**src/rtl/nib_pkg.sv**
```systemverilog
package nib_pkg;
  typedef enum logic {
    SEL_INSTR = 1'b0,
    SEL_DATA  = 1'b1
  } reg_sel_e;
endpackage

```
**src/rtl/nib_phase.sv**
```systemverilog
module nib_phase
  import nib_pkg::*;
#(
  parameter int NIB_W = 4
) (
  input  logic             clk_i,
  input  logic             rst_ni,
  input  logic             wr_stb_i,
  input  logic             rs_i,
  input  logic [NIB_W-1:0] nib_i,
  output logic             phase_hi_o,
  output logic [NIB_W-1:0] hi_nib_o,
  output reg_sel_e         sel_o,
  output logic             byte_done_o
);
  logic     low_q;
  reg_sel_e sel_q;

  assign phase_hi_o  = !low_q;
  assign byte_done_o = wr_stb_i && low_q;
  assign sel_o       = sel_q;

  always_ff @(posedge clk_i or negedge rst_ni) begin
    if (!rst_ni) begin
      low_q    <= 1'b0;
      hi_nib_o <= '0;
      sel_q    <= SEL_INSTR;
    end else if (wr_stb_i) begin
      low_q <= !low_q;
      if (!low_q) begin
        hi_nib_o <= nib_i;
        sel_q    <= reg_sel_e'(rs_i);
      end
    end
  end

  AST_PHASE_RETURN: assert property (@(posedge clk_i) disable iff (!rst_ni)
    (wr_stb_i && low_q) |=> !low_q);
  AST_UPPER_ADVANCE: assert property (@(posedge clk_i) disable iff (!rst_ni)
    (wr_stb_i && !low_q) |=> low_q);
endmodule

```
**src/rtl/nib_gap.sv**
```systemverilog
module nib_gap #(
  parameter int GAP_CYCLES = 10,
  localparam int CW = $clog2(GAP_CYCLES + 1)
) (
  input  logic clk_i,
  input  logic rst_ni,
  input  logic load_i,
  output logic busy_o
);
  logic [CW-1:0] cnt_q;

  always_ff @(posedge clk_i or negedge rst_ni) begin
    if (!rst_ni)          cnt_q <= '0;
    else if (load_i)      cnt_q <= CW'(GAP_CYCLES);
    else if (cnt_q != '0) cnt_q <= cnt_q - 1'b1;
  end

  assign busy_o = (cnt_q != '0);

  AST_CNT_RANGE: assert property (@(posedge clk_i) disable iff (!rst_ni)
    cnt_q <= CW'(GAP_CYCLES));
  AST_LOAD_FULL: assert property (@(posedge clk_i) disable iff (!rst_ni)
    load_i |=> busy_o);
endmodule

```
**src/rtl/nib_err.sv**
```systemverilog
module nib_err (
  input  logic clk_i,
  input  logic rst_ni,
  input  logic set_i,
  output logic err_o
);
  always_ff @(posedge clk_i or negedge rst_ni) begin
    if (!rst_ni)    err_o <= 1'b0;
    else if (set_i) err_o <= 1'b1;
  end

  AST_ERR_STICKY: assert property (@(posedge clk_i) disable iff (!rst_ni)
    err_o |=> err_o);
endmodule

```
**src/rtl/nib_host_if.sv**
```systemverilog
module nib_host_if
  import nib_pkg::*;
#(
  parameter int NIB_W      = 4,
  parameter int GAP_CYCLES = 10,
  localparam int BYTE_W    = 2 * NIB_W
) (
  input  logic              clk_i,
  input  logic              rst_ni,
  input  logic              strobe_i,
  input  logic              rs_i,
  input  logic              rw_i,
  input  logic [NIB_W-1:0]  bus_i,
  output logic [NIB_W-1:0]  bus_o,
  output logic              wr_valid_o,
  output logic              wr_sel_o,
  output logic [BYTE_W-1:0] wr_data_o,
  output logic              busy_o,
  output logic              proto_err_o
);
  logic             wr_stb;
  logic             phase_hi;
  logic [NIB_W-1:0] hi_nib;
  reg_sel_e         sel;
  logic             byte_done;

  assign wr_stb = strobe_i && !rw_i;

  nib_phase #(.NIB_W(NIB_W)) u_phase (
    .clk_i      (clk_i),
    .rst_ni     (rst_ni),
    .wr_stb_i   (wr_stb),
    .rs_i       (rs_i),
    .nib_i      (bus_i),
    .phase_hi_o (phase_hi),
    .hi_nib_o   (hi_nib),
    .sel_o      (sel),
    .byte_done_o(byte_done)
  );

  nib_gap #(.GAP_CYCLES(GAP_CYCLES)) u_gap (
    .clk_i (clk_i),
    .rst_ni(rst_ni),
    .load_i(byte_done),
    .busy_o(busy_o)
  );

  nib_err u_err (
    .clk_i (clk_i),
    .rst_ni(rst_ni),
    .set_i (wr_stb && busy_o),
    .err_o (proto_err_o)
  );

  always_ff @(posedge clk_i or negedge rst_ni) begin
    if (!rst_ni) begin
      wr_valid_o <= 1'b0;
      wr_sel_o   <= 1'b0;
      wr_data_o  <= '0;
    end else begin
      wr_valid_o <= byte_done;
      if (byte_done) begin
        wr_sel_o  <= sel;
        wr_data_o <= {hi_nib, bus_i};
      end
    end
  end

  // busy flag is meaningful only ahead of an upper half
  always_comb begin
    bus_o = '0;
    if (rw_i && phase_hi) bus_o[NIB_W-1] = busy_o;
  end

  AST_SINGLE_PULSE: assert property (@(posedge clk_i) disable iff (!rst_ni)
    wr_valid_o |=> !wr_valid_o);
  AST_BUSY_WITH_BYTE: assert property (@(posedge clk_i) disable iff (!rst_ni)
    wr_valid_o |-> busy_o);
  AST_BUSY_ROSE: assert property (@(posedge clk_i) disable iff (!rst_ni)
    $rose(busy_o) |-> wr_valid_o);
  AST_STATUS_PHASE: assert property (@(posedge clk_i) disable iff (!rst_ni)
    (bus_o != '0) |-> (rw_i && busy_o));
  AST_READ_NO_ERR: assert property (@(posedge clk_i) disable iff (!rst_ni)
    (!proto_err_o && strobe_i && rw_i) |=> !proto_err_o);
endmodule

```
**config.mk**
```make
export PLATFORM = sky130hd
export DESIGN_NAME = nib_host_if
export DESIGN_NICKNAME = d
export VERILOG_FILES = /design/src/rtl/nib_pkg.sv /design/src/rtl/nib_phase.sv /design/src/rtl/nib_gap.sv /design/src/rtl/nib_err.sv /design/src/rtl/nib_host_if.sv
export SDC_FILE = /design/constraint.sdc
export NUM_CORES = 1
export LEC_CHECK = 0
export ABC_AREA = 1
export BUFFER_PORTS_ARGS = -buffer_cell sky130_fd_sc_hd__buf_2
export CORE_UTILIZATION = 40
export CTS_BUF_LIST = sky130_fd_sc_hd__clkbuf_16
export CTS_CLUSTER_SIZE = 20
export DETAILED_ROUTE_END_ITERATION = 8
export GPL_ROUTABILITY_DRIVEN = 1
export PLACE_DENSITY = 0.66
export SYNTH_ARGS = -nofsm -noshare
export SYNTH_HDL_FRONTEND = slang
export SYNTH_SLANG_ARGS = --single-unit
```
**constraint.sdc**
```tcl
create_clock -name clk_i -period 1 [get_ports clk_i]
set_input_delay 0.15 -clock clk_i [delete_from_list [all_inputs] [get_ports clk_i]]
set_output_delay 0.15 -clock clk_i [all_outputs]
set_load 0.1 [all_outputs]
```
==> flow_results.org <==
** Run status
- Result of the run :: complete, but fails checks
- The checks that failed: negative setup slack.

** Timing
- The worst path in the final design needs a cycle of 1.49 ns, including I/O delays and setup.
- Fin Clk Skew :: 0.00243 ns
- Setup repair after global routing missed its margin :: true
- Period utilization :: 149%
- Fin worst setup slack :: -0.487 ns
- Total setup violations reported at the end of the flow :: 8
- Timing would allow up to 672 MHz.
- The count of pins over their slew limit came to 0.
- Final Hold Violating Endpoints :: 0

** Setup path
- The critical path in this run is classified as reg2out.
- R2r worst-path depth :: 8
- Critical R2R Launch :: u_gap.cnt_q[1]$_DFFE_PN0P_
- Worst path arrival time :: 1.34 ns
- For flop-to-flop paths, the worst setup slack is -0.35 ns.
- The worst register-to-register path ends at u_gap.cnt_q[0]$_DFFE_PN0P_.
- Required arrival time at the worst endpoint :: 0.85 ns
- Launching element of the worst setup path :: u_gap.cnt_q[1]$_DFFE_PN0P_
- Maximum fanout along the worst path :: 2
- The worst setup path is captured at an output port.
- Crit start category :: flip-flop

** Yosys
- The synthesized design contains 21 register bits.
- The top cell type by area accounts for 57.2% of the synthesized area.
- After synthesis, the mean cell area works out to 9.00 sq um.
- Multiplexer area fraction after synthesis :: 0%
- Top cell type by total area after synthesis :: dfrtp_1
- Arithmetic-cell share of the synthesized area counting full adders, half adders and majority gates :: 2.72%
- Yosys mapped the design onto 17 distinct sky130hd cell types.
- Simple-gate share of the synthesized area :: 23.7%
- In this run the cell area of the synthesized design comes to 918 sq um.
- Ranked by total cell area, the synthesized netlist is headed by dfrtp_1, nand2_1, inv_1.
- Warnings from Yosys :: 0
- The synthesized netlist devotes 5.99% of its cell area to compound gates.
- Post-synthesis xor/xnor area fraction :: 0.954%
- Combinational family with the most area after synthesis :: simple AND/OR/NAND/NOR gates
- Sequential cells were found to cover 57.2% of the synthesized design area.
- Mapped Cells :: 102

** Pwr
- Leakage component of the power :: 0.777 nW
- Sw Share :: 45.9%
- Switching power of the nets :: 2.49 mW
- The clock network burns 15.2% of the power.
- Cell-internal power :: 2.94 mW
- Total power :: 5.43 mW
- Portion of total power attributed to combinational logic :: 58.4%
- Power spread over the standard cell area amounts to 3580 mW/mm^2.
- Fraction of power consumed by sequential logic :: 26.4%
- Largest vdd supply drop :: 2070 uV

** Clocking
- Clock Sinks :: 21
- Clock Latency Late Sink :: 0.25 ns
- CTS tree :: yes
- Maximum level of the CTS H-tree :: 1
- Total CTS buffers :: 3
- Worst-case clock buffer depth :: 2
- Cell chosen for the clock root :: clkbuf_16
- Clock transition at path regs :: 0.06 ns

** Global routing
- For this run, global-route usage on met3 was measured as 3.09%.
- Pin count of the biggest net entering global routing :: 22
- Met1 track utilization from global routing :: 23.5%
- The number of global-route vias before repair came to 808.
- Across every metal layer, demand over resource in global routing totals 19.4%.
- Most used routing layer :: met2
- Remaining global-route overflow :: 0
- First-pass GRT wire length :: 3610 um
- Number of antenna violations at the first check in global routing :: 0
- Global routing consumed, on the met2 layer, 34.5% of the routing resources.

** Drt
- Vias after detailed routing :: 784
- Wirelength per Cell :: 12.6 um
- Number of antenna-violating nets in the routed design :: 0
- Final wirelength :: 2120 um
- Routed vias/inst :: 4.67
- The detailed router finished its first iteration with 11 violations.
- For this run, design rule violations remaining after detail routing come to 0.
- Before antenna repair, the detailed router went through 4 iterations.

** Floorplan
- Boundary Pins :: 25
- Initial Util :: 44.5%
- The core region is 0.00206 sq mm.
- The floorplan has 16 rows.
- The floorplan step defined a die boundary enclosing 0.00249 sq mm.
- Chip Height :: 49.9 um
- The floorplan step set the die width to 49.9 um.

** Finish
- Leaving out fill and tap cells, the most frequent cell in the layout is nand2_1.
- The finished layout holds 168 standard cells, fillers aside.
- Final core utilization :: 73.5%
- The repair_antennas step left the layout with diodes totalling 0.
- Cells with a size suffix above 1 make up 48.9% of the layout.
- The net count of the finished layout is 153.
- Layout area overhead :: 65.1%
- The top cell types in the final layout, fill and taps aside, are nand2_1, buf_4, buf_12.

** Placement
- Detailed placement finished with a half-perimeter wire length of 1440 um.
- Routability-driven placement finished with a final weighted congestion of 0.800.
- Number of input and output port buffers inserted :: 21
- Counting tap cells, the placed design contains a total of 157 instances.
- Before CTS, the worst setup slack after placement is -0.240 ns.

** Worst hold path
- The tightest min-delay check is of the in2reg type.
- The worst hold path begins at rs_i.
- Counting instances, the worst hold path has a depth of 3.
- Worst Hold End :: u_phase.sel_o$_DFFE_PN0P_

** Flow run
- Total of max-cap violations :: 0
## worst max-delay path by stage
stage / end / slack, ns / cells after the start
2_1_floorplan: bus_o[3] / -0.62 / 5
3_3_place_gp: bus_o[3] / -0.18 / 6
3_5_place_dp: bus_o[3] / -0.24 / 6
4_1_cts: bus_o[3] / -0.45 / 6
5_1_grt: bus_o[3] / -0.51 / 6
6_report: bus_o[3] / -0.49 / 6
## critical path, stage by stage, from the launching register on
cell and delay (ns):
dfrtp_1 0.38, inv_2 0.07, ha_4 0.17, nand2_4 0.06, nor2_4 0.04, nor3_4 0.17
buf_12 0.20
## power by group through the flow
| stage | logic, mW | clock network, mW | registers (mW) |
|---|---|---|---|
| 2_1_floorplan | 0.842 | 0 | 2.33 |
| 3_3_place_gp | 2.80 | 0 | 1.42 |
| 3_5_place_dp | 2.87 | 0 | 1.43 |
| 4_1_cts | 3.05 | 0.835 | 1.42 |
| 5_1_grt | 3.34 | 0.865 | 1.47 |
| 6_report | 3.17 | 0.826 | 1.44 |
## what timing repair did
item | 4_1_cts | 5_1_grt
gates resized for setup | 5 | 8
hold buffers | 1 | 0
buffers inserted | 3 | 3
hold endpoints to repair | 21 | 0
endpoints found under the setup margin | 15 | 31
pin swaps | 5 | 1
## metal layers
metal  vias up  part of all wire, %
met2        19                   51
met4         0                  1.9
met1       375                   44
met3         4                  2.6
met5         -                    0
li1        386                    -
## state kept, by name, summed over array words and instances (netlist names)
register and flops:
u_err.err_o 1, u_gap.cnt_q 4, u_phase.hi_nib_o 4, u_phase.low_q 1, u_phase.sel_o 1, wr_data_o 8, wr_sel_o 1, wr_valid_o 1
## cell usage after synthesis
master,n
buf_4,4
buf_6,1
xnor2_1,1
nand3_1,6
nand2_1,37
nand3_2,1
inv_1,11
nand2_2,2
ha_1,2
nor2_1,4
dfrtp_1,21
o21ai_2,2
nor2_2,1
o21bai_1,1
o21ai_1,6
nor3_1,1
conb_1,1
## final cells by class
type / instances / area, sq um
multi-input combinational: 67 / 384
sequential: 21 / 541
fill: 139 / 546
inverter: 11 / 41.3
tap: 27 / 33.8
clock buffer: 3 / 75.1
timing repair buffer: 38 / 438
clock inverter: 1 / 3.75
## metrics by stage
step	cell area, sq um	TNS (ns)	hold WS, ns
finish	1520	-2.11	0.156
global route	1520	-2.66	0.152
CTS	1480	-1.67	0.158
detailed placement	1340	-1.06	0.136
global placement	1340	-0.617	0.126
floorplan	971	-2.19	-0.146
## kinds of logic (layout without fill, tap and decap cells)
kind of cell / count (synthesis) / in the layout
AOI/OAI and AO/OA: 9 / 9
xor gates and xnor gates: 1 / 1
adders and majority gates: 2 / 2
buffers and inverters: 16 / 53
DFF: 21 / 21
other: 1 / 3
and+or+nand+nor: 52 / 52
Note: power is estimated with default switching activity, not from simulation.
